--- config.mk ---
export PLATFORM = sky130hd
export DESIGN_NAME = ucode_seq
export DESIGN_NICKNAME = d
export VERILOG_FILES = /design/src/rtl/ucode_pkg.sv /design/src/rtl/ucode_store.sv /design/src/rtl/ucode_useq.sv /design/src/rtl/ucode_dpath.sv /design/src/rtl/ucode_seq.sv
export SDC_FILE = /design/constraint.sdc
export NUM_CORES = 1
export LEC_CHECK = 0
export ABC_AREA = 1
export BUFFER_PORTS_ARGS = -buffer_cell sky130_fd_sc_hd__buf_2
export CAP_MARGIN = 5
export CORE_ASPECT_RATIO = 0.75
export CORE_UTILIZATION = 50
export CTS_BUF_LIST = sky130_fd_sc_hd__clkbuf_8
export CTS_CLUSTER_DIAMETER = 50
export DETAILED_ROUTE_END_ITERATION = 10
export PLACE_DENSITY_LB_ADDON = 0.1
export SLEW_MARGIN = 20
export SYNTH_ARGS = -nofsm -noshare
export SYNTH_HDL_FRONTEND = slang
export SYNTH_SLANG_ARGS = --single-unit
export TNS_END_PERCENT = 20
--- constraint.sdc ---
create_clock -name clk -period 1.9 [get_ports clk]
set_input_delay 0.095 -clock clk [delete_from_list [all_inputs] [get_ports clk]]
set_output_delay 0.095 -clock clk [all_outputs]
set_load 0.005 [all_outputs]
--- src/rtl/ucode_pkg.sv ---
// Package: shared encodings and the microprogram for the control sequencer.
// Assumes a 5-bit micro-address; the control store is computed by a function.
package ucode_pkg;

    localparam int UA_W       = 5;
    localparam int DISP_SHIFT = 2;
    localparam logic [UA_W-1:0] UA_BOOT = 5'd0;
    localparam logic [UA_W-1:0] UA_DEC  = 5'd2;
    localparam logic [UA_W-1:0] UA_DSP  = 5'd4;
    localparam logic [UA_W-1:0] UA_BASE = 5'd8;
    localparam logic [UA_W-1:0] UA_JMP  = 5'd8;
    localparam logic [UA_W-1:0] UA_SKP  = 5'd12;

    typedef enum logic [1:0] {SEL_PC = 2'b00, SEL_MAR = 2'b01, SEL_MDR = 2'b10, SEL_ONE = 2'b11} src_e;
    typedef enum logic [1:0] {DST_PC = 2'b00, DST_MAR = 2'b01, DST_MDR = 2'b10, DST_NONE = 2'b11} dst_e;
    typedef enum logic       {ALU_COPY = 1'b0, ALU_ADD = 1'b1} alu_e;
    typedef enum logic [1:0] {SEQ_NEXT = 2'b00, SEQ_JMP = 2'b01, SEQ_DISP = 2'b10, SEQ_RSVD = 2'b11} seq_e;

    typedef struct packed {
        src_e              a;
        src_e              b;
        dst_e              dst;
        alu_e              alu;
        seq_e              seq;
        logic [UA_W-1:0]   tgt;
    } uword_t;

    // Build one microinstruction from its fields.
    function automatic uword_t mk(src_e a, src_e b, dst_e d, alu_e op, seq_e s, logic [UA_W-1:0] t);
        uword_t w;
        w.a = a; w.b = b; w.dst = d; w.alu = op; w.seq = s; w.tgt = t;
        return w;
    endfunction

    // Control store contents, one word per micro-address.
    function automatic uword_t rom_fetch(logic [UA_W-1:0] ua);
        uword_t w;
        case (ua)
            5'd0:    w = mk(SEL_PC,  SEL_ONE, DST_MAR,  ALU_COPY, SEQ_NEXT, '0);      // boot: fetch word 0
            5'd1:    w = mk(SEL_PC,  SEL_ONE, DST_PC,   ALU_ADD,  SEQ_JMP,  UA_DEC);  // boot: PC past opcode
            5'd2:    w = mk(SEL_PC,  SEL_ONE, DST_MAR,  ALU_COPY, SEQ_NEXT, '0);      // decode: fetch operand
            5'd3:    w = mk(SEL_PC,  SEL_ONE, DST_PC,   ALU_ADD,  SEQ_NEXT, '0);      // decode: PC past operand
            5'd4:    w = mk(SEL_PC,  SEL_ONE, DST_NONE, ALU_COPY, SEQ_DISP, UA_BASE); // decode: dispatch
            5'd8:    w = mk(SEL_MDR, SEL_ONE, DST_MAR,  ALU_COPY, SEQ_NEXT, '0);      // jump: target to MAR
            5'd9:    w = mk(SEL_MAR, SEL_ONE, DST_PC,   ALU_ADD,  SEQ_JMP,  UA_DEC);  // jump: PC = target + 1
            5'd12:   w = mk(SEL_PC,  SEL_ONE, DST_MAR,  ALU_COPY, SEQ_NEXT, '0);      // skip: next opcode
            5'd13:   w = mk(SEL_PC,  SEL_ONE, DST_PC,   ALU_ADD,  SEQ_JMP,  UA_DEC);  // skip: PC past opcode
            default: w = mk(SEL_PC,  SEL_ONE, DST_NONE, ALU_COPY, SEQ_JMP,  UA_DEC);
        endcase
        return w;
    endfunction

endpackage

--- src/rtl/ucode_store.sv ---
// Control store: combinational read of the microprogram at the current micro-address.
// Assumes the contents come from ucode_pkg::rom_fetch.
module ucode_store
    import ucode_pkg::*;
#(
    parameter int AW = UA_W
) (
    input  logic [AW-1:0] ua_i,
    output uword_t        uw_o
);

    // Look up the word for the current micro-address.
    always_comb uw_o = rom_fetch(ua_i);

endmodule

--- src/rtl/ucode_useq.sv ---
// Micro-address sequencer: step, jump or opcode dispatch, one update per clock.
// Assumes the opcode bit is valid in MDR during the dispatch cycle.
module ucode_useq
    import ucode_pkg::*;
#(
    parameter int AW    = UA_W,
    parameter int SHIFT = DISP_SHIFT
) (
    input  logic          clk,
    input  logic          rst_n,
    input  seq_e          seq_i,
    input  logic [AW-1:0] tgt_i,
    input  logic          opc_i,
    output logic [AW-1:0] ua_o
);

    logic [AW-1:0] ua_nxt;

    // Choose the next micro-address from the sequencer operation.
    always_comb begin
        case (seq_i)
            SEQ_NEXT: ua_nxt = ua_o + 1'b1;
            SEQ_JMP:  ua_nxt = tgt_i;
            SEQ_DISP: ua_nxt = tgt_i | (AW'(opc_i) << SHIFT);
            default:  ua_nxt = tgt_i;
        endcase
    end

    // Micro-address register, cleared to the boot entry.
    always_ff @(posedge clk) begin
        if (!rst_n) ua_o <= UA_BOOT;
        else        ua_o <= ua_nxt;
    end

endmodule

--- src/rtl/ucode_dpath.sv ---
// Register-transfer datapath: PC, MAR, MDR with a copy/add unit and a read launch.
// Assumes memory returns data two edges after the MAR write, reported by rvalid.
module ucode_dpath
    import ucode_pkg::*;
#(
    parameter int DW = 8
) (
    input  logic          clk,
    input  logic          rst_n,
    input  src_e          src_a_i,
    input  src_e          src_b_i,
    input  dst_e          dst_i,
    input  alu_e          alu_i,
    input  logic          mem_rvalid_i,
    input  logic [DW-1:0] mem_rdata_i,
    output logic [DW-1:0] pc_o,
    output logic [DW-1:0] mar_o,
    output logic [DW-1:0] mdr_o,
    output logic          mem_req_o
);

    localparam int NREG    = 3;
    localparam int MDR_IDX = 2;

    logic [DW-1:0] opa, opb, res;
    logic [DW-1:0] regs [NREG];

    // Map an operand select to its value.
    function automatic logic [DW-1:0] pick(src_e s, logic [DW-1:0] p, logic [DW-1:0] m, logic [DW-1:0] d);
        case (s)
            SEL_PC:  return p;
            SEL_MAR: return m;
            SEL_MDR: return d;
            default: return DW'(1);
        endcase
    endfunction

    // Operand selection and the copy/add result.
    always_comb begin
        opa = pick(src_a_i, pc_o, mar_o, mdr_o);
        opb = pick(src_b_i, pc_o, mar_o, mdr_o);
        res = (alu_i == ALU_ADD) ? opa + opb : opa;
    end

    for (genvar g = 0; g < NREG; g++) begin : g_reg
        localparam dst_e MINE = dst_e'(g);
        logic [DW-1:0] q;
        if (g == MDR_IDX) begin : g_mdr
            // Data register: memory return has priority over a transfer.
            always_ff @(posedge clk) begin
                if (!rst_n)            q <= '0;
                else if (mem_rvalid_i) q <= mem_rdata_i;
                else if (dst_i == MINE) q <= res;
            end
        end else begin : g_plain
            // Address or program counter register written by a transfer.
            always_ff @(posedge clk) begin
                if (!rst_n)             q <= '0;
                else if (dst_i == MINE) q <= res;
            end
        end
        assign regs[g] = q;
    end

    assign pc_o  = regs[0];
    assign mar_o = regs[1];
    assign mdr_o = regs[MDR_IDX];

    // Launch a read in the cycle after every address register write.
    always_ff @(posedge clk) begin
        if (!rst_n) mem_req_o <= 1'b0;
        else        mem_req_o <= (dst_i == DST_MAR);
    end

endmodule

--- src/rtl/ucode_seq.sv ---
// Top: horizontal microcoded sequencer joining control store, sequencer and datapath.
// Assumes a fixed two-edge memory read latency; the microprogram never stalls.
module ucode_seq
    import ucode_pkg::*;
#(
    parameter int DW = 8
) (
    input  logic                        clk,
    input  logic                        rst_n,
    input  logic                        mem_rvalid_i,
    input  logic [DW-1:0]               mem_rdata_i,
    output logic                        mem_req_o,
    output logic [DW-1:0]               mem_addr_o,
    output logic [DW-1:0]               pc_o,
    output logic [DW-1:0]               mdr_o,
    output logic [ucode_pkg::UA_W-1:0]  upc_o
);

    localparam int OPC_BIT = 0;

    uword_t        uw;
    logic [DW-1:0] mar;

    ucode_store #(.AW(UA_W)) store_i (
        .ua_i (upc_o),
        .uw_o (uw)
    );

    ucode_useq #(.AW(UA_W), .SHIFT(DISP_SHIFT)) useq_i (
        .clk   (clk),
        .rst_n (rst_n),
        .seq_i (uw.seq),
        .tgt_i (uw.tgt),
        .opc_i (mdr_o[OPC_BIT]),
        .ua_o  (upc_o)
    );

    ucode_dpath #(.DW(DW)) dpath_i (
        .clk          (clk),
        .rst_n        (rst_n),
        .src_a_i      (uw.a),
        .src_b_i      (uw.b),
        .dst_i        (uw.dst),
        .alu_i        (uw.alu),
        .mem_rvalid_i (mem_rvalid_i),
        .mem_rdata_i  (mem_rdata_i),
        .pc_o         (pc_o),
        .mar_o        (mar),
        .mdr_o        (mdr_o),
        .mem_req_o    (mem_req_o)
    );

    assign mem_addr_o = mar;

endmodule

* Yosys cells after proc, flatten, opt, wreduce, memory -nomap -nowiden *
Memory sizes are Yosys's and may differ from the RTL's. A register that Yosys moved wholly into a read port is not among the register bits.
Cells that the tools add are included.

storage, ports and cells
  flip-flop bits (word level) = 30
  ROM bits = 144
  input bits = 11
  output and inout port bits = 30
  memories kept = 1

memories
  memory           depth  width  rd ports  clocked after memory_dff  write ports  line             RTL
  (no name shown)  16     9      1         1                         0            ucode_pkg.sv:38  case (ua)

operators by class
  $add $sub $neg = 2
  eq/ne operators = 7
  muxes and demuxes = 8
  bitwise gates (word level) = 1
  reduce and logical (&&, ||, !) cells = 5

operator list
  operator                                                                number
  8-bit case mux with 3 select lines                                      2
  8-bit two-way mux                                                       3
  14-bit two-way mux                                                      1
  5-bit case mux with 2 select lines                                      1
  8-bit adder                                                             1
  2-bit equality test (second input constant)                             4
  2-bit logical NOT                                                       4
  2-bit by 1-bit equality test with 1-bit output (second input constant)  3
  5-bit by 1-bit adder with 5-bit output (second input constant)          1
  5-bit by 3-bit OR with 5-bit output                                     1
  4-bit two-way mux                                                       1
  2-bit nonzero test                                                      1

* Depth between registers and ports, before layout *
Gate-level depths: netlist of the first run.

  depth after elaboration = 7
  depth in mapped cells = 14
  gate-level depth less buffers = 14

* Modules after synthesis *
Synthesis of the first run repeated with hierarchy kept, for this count alone.

unflattened totals
  cell total of the unflattened synthesis = 358
  area, all modules = 2264.7 um2

modules (own cells, without submodules)
  module       times used  cells each  area an instance (um2)  sequential area each (um2)
  ucode_dpath  1           291         1851.8                  500.5
  ucode_useq   1           39          264.0                   100.1
  ucode_store  1           28          148.9                   0.0

* Least setup slack after synthesis of the first run *
Ideal clock, no wire load.

  path type = register to register
  from = register useq_i.ua_o[4]
  to = register dpath_i.g_reg[2].q[6] (netlist: dpath_i.mdr_o[6])
  setup time = 0.071 ns
  arrival time = 1.815 ns
  data required time = 1.829 ns
  slack = 0.015 ns
  stages on the path, launching flop included = 15
  path buffers = 0
  period minus slack after synthesis = 1.885 ns
  path through = dfxtp_1 inv_4 o21ai_2 nand2_1 nand3_2 o21a_1 ha_1 inv_1 nor2_1 nand2_2 nor2_2 nand2_1 nand2_1 nand3_1 a21oi_1

on the way
  longest elaborated chain between the ends = 7
  elaborated cells on any way between the ends = 11
  those cells by class = add/sub: 1; eq/ne: 3; mux: 5; reduce/logical: 2

ends and longest elaborated chain
  element                                      line               RTL
  from (decl)                                  ucode_useq.sv:14   output logic [AW-1:0] ua_o
  from (signal assigned)                       ucode_useq.sv:32   else ua_o <= ua_nxt;
  14-bit two-way mux *                         ucode_pkg.sv:38
  2-bit equality test (tied with other cells)  ucode_dpath.sv:30  case (s)
  8-bit case mux with 3 select lines           ucode_dpath.sv:30
  8-bit adder                                  ucode_dpath.sv:42  res = (alu_i == ALU_ADD) ? opa + opb : opa;
  8-bit two-way mux                            ucode_dpath.sv:42
  8-bit two-way mux                            ucode_dpath.sv:53  else if (dst_i == MINE) q <= res;
  8-bit two-way mux                            ucode_dpath.sv:52  else if (mem_rvalid_i) q <= mem_rdata_i;
  to (signal assigned)                         ucode_dpath.sv:52
  to (signal assigned)                         ucode_dpath.sv:53
  to (decl)                                    ucode_dpath.sv:47  logic [DW-1:0] q;

Mark *: on every way between the ends. The rest lies on a longest branch, timed or not. The select of a mux whose other input is x is not followed.
A chain may end at the register's enable or synchronous reset.

==> results of run 1 <==
-- area by class of cell --
type                            count  area, um^2  share of cell area (%)
Clock inverter                      1        3.75                   0.163
Tap cell                           50        62.6                    2.72
Sequential cell                    37         749                    32.6
Clock buffer                        6        82.6                    3.59
Timing Repair Buffer               53         298                    12.9
Inverter                           37         141                    6.14
Multi-Input combinational cell    177         963                    41.9
-- cell usage after synthesis, types with 2 or more instances --
library cell	number
clkbuf_1	4
dfxtp_1	37
o21ai_0	21
nand3_1	24
nand2_4	2
a22o_1	3
inv_1	32
a31oi_1	5
nand2_2	3
a21oi_1	15
or2_2	4
nor2_1	20
nand3_2	4
ha_1	2
nand2_1	52
o21a_1	2
nor2_2	3
nor3_1	3
nand4_1	3
inv_2	3
-- per-stage QoR --
stage | hold WS [ps] | instances
3_3_place_gp | 381 | 351
3_5_place_dp | 376 | 351
2_1_floorplan | 247 | 257
6_report | 79.4 | 361
4_1_cts | 74.2 | 358
5_1_grt | 72.3 | 361
-- placed cells by master, fill, tap and decap left out, types with 4 or more instances in the layout --
cell / Yosys / final
o21ai_0: 21 / 20
a31oi_1: 5 / 5
clkbuf_8: 0 / 6
nand3_1: 24 / 24
or2_2: 4 / 4
a21oi_1: 15 / 15
buf_2: 0 / 40
nand3_2: 4 / 4
nor2_1: 20 / 19
buf_4: 1 / 13
dfxtp_1: 37 / 34
nand2_1: 52 / 52
inv_1: 32 / 33
-- repair_timing --
action	CTS	global route
resized for setup	2	6
gates cloned	0	0
endpoints found under the setup margin	6	8
endpoints found under the hold margin	0	0
buffers inserted	0	3
pin swaps	0	3
hold buffers	0	0
-- report_power, final --
group / switching (W) / internal, W / leakage (nW) / total (W)
Clock: 0.000252 / 0.000282 / 0.0485 / 0.000534
Sequential: 0.000169 / 0.000998 / 0.307 / 0.00117
Combinational: 0.000742 / 0.000473 / 0.865 / 0.00122
Total: 0.00116 / 0.00175 / 1.22 / 0.00292
-- worst paths after layout --
check                                                from                             to  slack, ps  cells after the start
worst max register to register                       flop  dpath_i.mdr_o[6]$_SDFFE_PN0P_        140                     14
worst min register to register  useq_i.ua_o[3]$_SDFF_PN0_      useq_i.ua_o[4]$_SDFF_PN0_        500                      2
worst max-delay path                                 flop  dpath_i.mdr_o[6]$_SDFFE_PN0P_        140                     14
worst min-delay path                       mem_rdata_i[0]  dpath_i.mdr_o[0]$_SDFFE_PN0P_         80                      3
-- routing by layer --
metal	routed length [um]	share of wire [%]	GRT usage (%)	vias up
li1	-	-	-	952
met1	2440	50	39.4	816
met2	1780	37	36.4	90
met3	588	12	6.88	4
met4	33	0.68	7.84	0
met5	0	0	0	-
-- cells by family after synthesis --
family                     count (synthesis)  synth area share [%]
xor gates and xnor gates                   2                  1.34
AOI/OAI and AO/OA                         49                  14.8
buffers and inverters                     43                  9.36
adders and majority gates                  2                  1.34
and+or+nand+nor                          124                  33.6
DFF                                       37                  39.6
-- worst register-to-register path: stages, from the launching register on --
cell     delay (ps)
dfxtp_4         370
inv_2            60
nor2_4          100
nand2_1          70
nand3_2          90
o21a_1          140
ha_1            140
inv_1            50
nor2_2          130
nand2_2         100
nor2_4          110
nand2_1          60
nand2_1          80
nand3_1          70
a21oi_1         110
==> run_results.csv, run 1 <==
group,metric,value,unit
outcome,status,"finished, final reports clean",
floorplan,rows,18,
power,leakagePower,1.22,nW
final_layout,utilization,67.2,%
floorplan,dieArea,4000,um^2
critical_path,crit_slowest_cell,"dfxtp_4",
final_layout,nNetsFinal,324,
sta,hold_viol,0,
final_layout,fillCellCount,330,
final_layout,design_area,2300,um^2
drt,routedWlPerCell,13.4,um
sta,drv_slew,0,
floorplan,die_w,72.7,um
global_routing,grt_start_max_net_pins,15,
drt,drt-vias-per-instance,5.16,
drt,first_pass_iters,4,
critical_path,start_kind,"flop",
sta,rsz0062_at_grt,"false",
yosys,synth_area,1870,um^2
critical_path,path_cells,"inv_2 > nor2_4 > nand2_1 > nand3_2 > o21a_1 > ha_1 > inv_1 > nor2_2 > nand2_2 > nor2_4 > nand2_1 > nand2_1 > nand3_1 > a21oi_1",
drt,drt_first_iter_violations,108,
global_routing,grt_overflow,0,
sta,layout_setup_ws,141,ps
sta,relSlewSlack,76.7,%
floorplan,core,3420,um^2
job,cap_violations,0,
critical_path,crit_fanout,4,
place,hpwlAfterDp,3.72,mm
cts,cts_htree_levels,2,
critical_path,cp.required,2120,ps
place,post_dp_cell_area,2180,um^2
sta,fin_crit_sh,92.6,%
drt,vias,1862,
yosys,synth-seq-cells,37,
critical_path,path_common_cell,"nand2_1",
sta,setup_viol,0,
yosys,syn_nets,270,
yosys,synth_flop_cell,"dfxtp_1",
cts,cts_tree,"built",
power,power.total,0.00292,W
global_routing,grt_antenna_before_repair,0,
cts,clk_pin_slew_worst_paths,70,ps
sta,skew,3.03,ps
critical_path,path_class,"reg -> reg",
cts,cts-root-buf,"clkbuf_8",
critical_path,slowest_delay,370,ps
drt,drc,0,
critical_path,path_delay_family,"simple AND/OR/NAND/NOR gates",
place,gp_congestion,0.984,
global_routing,first_global_vias,1535,
yosys,synth_enable_flop_cells,0,
cts,cts_buffers,5,
floorplan,initial_utilization,54.7,%
yosys,syn_inst,257,
yosys,synth_top_area_share,39.6,%
floorplan,io-pin-count,41,
hold_path,holdCritPathClass,"in -> reg",
yosys,ys_warn_count,0,
critical_path,cp.buffers_inverters,2,
critical_path,cp-end-kind,"flop",
drt,drt_wl_total,4.84,mm
sta,fmax,0.569,GHz
critical_path,cp.arrival,1980,ps
yosys,synth.area.top_cells,"dfxtp_1 (40%), nand2_1 (10%), nand3_1 (6.4%)",
final_layout,diodes,0,
power,ir_drop,0.000851,V
floorplan,die_y,55.0,um
final_layout,drive_gt1_share,28.9,%
drt,postRouteAntennaNets,0,
power,p_per_area,1270,nW/um^2
place,numPortBuffers,40,
yosys,ys_types,35,
yosys,async_flop_share,0,%
cts,clock-sinks,37,
global_routing,grt_pass1_wl,7.56,mm
cts,clock_latency,280,ps
sta,finalSetupTns,0,ps
yosys,syn_area_per_cell,7.28,um^2
final_layout,area_delta_synth_final,22.9,%
cts,clock_tree.buffer_depth,2,
yosys,synth_top_cell_by_area,"dfxtp_1",
sta,period_needed,1760,ps
place,pre_cts_ws,-56.3,ps
yosys,synth-seq-area-share,39.6,%
global_routing,track_usage,26.3,%
sta,tightest_slew,349,ps
No activity file was read; power rests on OpenSTA's default activity.
==> run 2, diff against run 1 <==
Settings changed: PLACE_DENSITY set to 0.77, PLACE_DENSITY_LB_ADDON 0.1 to unset, SKIP_CTS_REPAIR_TIMING set to 1.
==> run_results.csv, run 2 (synthesis gave the netlist of run 1 again) <==
group,metric,value,unit
critical_path,cp.required,2130,ps
drt,vias,1875,
sta,finalSetupTns,0,ps
place,hpwlAfterDp,3.78,mm
place,numPortBuffers,40,
sta,worst_hold_slack,62.3,ps
cts,clock_latency,300,ps
critical_path,cp-end-kind,"flop",
final_layout,mostFrequentLayoutCells,"nand2_1 (49), buf_2 (40), dfxtp_1 (34)",
hold_path,holdCritPathClass,"in -> reg",
drt,routedWlPerCell,13.7,um
sta,hold_viol,0,
final_layout,drive_gt1_share,31.1,%
final_layout,utilization,68.6,%
global_routing,grt_start_max_net_pins,15,
sta,skew,9.56,ps
drt,drt_wl_total,4.95,mm
place,dp_cells,352,
global_routing,grt_overflow,0,
cts,clock-sinks,37,
final_layout,area_delta_synth_final,25.5,%
global_routing,first_global_vias,1591,
drt,first_pass_iters,5,
drt,postRouteAntennaNets,0,
sta,fmax,0.545,GHz
final_layout,fillCellCount,291,
final_layout,diodes,0,
floorplan,io-pin-count,41,
sta,tightest_slew,379,ps
job,cap_violations,0,
cts,cts_tree,"built",
floorplan,rows,18,
critical_path,cp.arrival,2060,ps
global_routing,track_usage,26.8,%
sta,relSlewSlack,74.4,%
critical_path,start_kind,"flop",
cts,cts-root-buf,"clkbuf_8",
cts,cts_buffers,5,
drt,drt-vias-per-instance,5.18,
power,ir_drop,0.000737,V
critical_path,r2r-start,"useq_i.ua_o[4]$_SDFF_PN0_",
hold_path,worstHoldEndpoint,"dpath_i.mdr_o[1]$_SDFFE_PN0P_",
floorplan,initial_utilization,54.7,%
final_layout,nNetsFinal,324,
drt,drc,0,
critical_path,r2r-end,"dpath_i.mdr_o[6]$_SDFFE_PN0P_",
sta,period_needed,1830,ps
floorplan,die_w,72.7,um
critical_path,ff2ff_path_depth,14,
floorplan,core,3420,um^2
final_layout,final_common_cell,"nand2_1",
global_routing,grt_antenna_before_repair,0,
sta,drv_slew,0,
final_layout,fin_cells,362,
cts,clock_tree.buffer_depth,2,
floorplan,dieArea,4000,um^2
floorplan,die_y,55.0,um
outcome,status,"finished, final reports clean",
critical_path,reg2reg_slack,70,ps
cts,clk_pin_slew_worst_paths,80,ps
critical_path,path_class,"reg -> reg",
place,post_dp_cell_area,2180,um^2
cts,cts_htree_levels,2,
final_layout,design_area,2350,um^2
sta,fin_crit_sh,96.6,%
critical_path,crit_fanout,4,
drt,drt_first_iter_violations,124,
power,p_per_area,1330,nW/um^2
global_routing,grt_pass1_wl,7.69,mm
place,gp_congestion,0.921,
hold_path,hold_path_depth,3,
sta,setup_viol,0,
power,leakagePower,1.23,nW
hold_path,min-delay-start,"mem_rdata_i[1]",
-- run 2: cell count changes in the layout (fill, tap and decap cells not counted), moves of 2 or more --
cell,delta
a21oi_1,-2
a21oi_2,+2
nand2_1,-3
nand2_2,+3
-- run 2: power breakdown --
group | internal [W] | switching, W
combinational | 0.000485 | 0.000762
sequential | 0.000999 | 0.000168
clock | 0.000422 | 0.000281
total | 0.00191 | 0.00121
-- run 2: through the flow --
| stage | worst slack (ps) | power (W) |
|---|---|---|
| final | 65.1 | 0.00312 |
| after global routing | -35.8 | 0.00333 |
| after CTS | 2.66 | 0.00307 |
| after detailed placement | 18.1 | 0.00235 |
| after global placement | 109 | 0.00233 |
| after floorplan | 14.6 | 0.00193 |
-- run 2: worst max-delay path by stage --
stage	from	endpoint	slack [ps]	cells after the start
floorplan	useq_i.ua_o[4]$_SDFF_PN0_	dpath_i.mdr_o[6]$_SDFFE_PN0P_	10	14
global placement	useq_i.ua_o[4]$_SDFF_PN0_	dpath_i.mdr_o[6]$_SDFFE_PN0P_	110	14
detailed placement	flop	dpath_i.mar_o[6]$_SDFFE_PN0P_	20	14
CTS	flop	dpath_i.mdr_o[6]$_SDFFE_PN0P_	3	14
global route	useq_i.ua_o[4]$_SDFF_PN0_	dpath_i.mdr_o[6]$_SDFFE_PN0P_	-40	14
finish	useq_i.ua_o[4]$_SDFF_PN0_	dpath_i.mdr_o[6]$_SDFFE_PN0P_	70	14
-- run 2: metal layers --
layer / track usage [%] / routed length, um / part of all wire [%] / vias up
met3: 4.89 / 390 / 7.9 / 8
met2: 38.2 / 1970 / 40 / 88
met1: 39.0 / 2520 / 51 / 839
met5: 0 / 0 / 0 / -
met4: 12.7 / 63 / 1.3 / 0
li1: - / - / - / 940
-- run 2: area by class of cell --
| type | instances | area [um^2] | area share [%] |
|---|---|---|---|
| timing repair buffer | 53 | 298 | 12.7 |
| sequential | 37 | 747 | 31.8 |
| clock buffer | 6 | 82.6 | 3.52 |
| clock inverter | 2 | 33.8 | 1.44 |
| tap | 50 | 62.6 | 2.66 |
| multi-input combinational | 177 | 983 | 41.9 |
| inverter | 37 | 141 | 6.02 |
-- run 2: critical path, cell delays in order, from the launching register on --
cell,delay [ps]
dfxtp_2,340
buf_4,150
nor2_4,100
nand2_2,60
nand3_2,90
o21a_1,150
ha_1,150
inv_1,50
nor2_2,100
nand2_2,100
nor2_4,110
nand2_1,70
nand2_2,90
nand3_1,80
a21oi_1,130
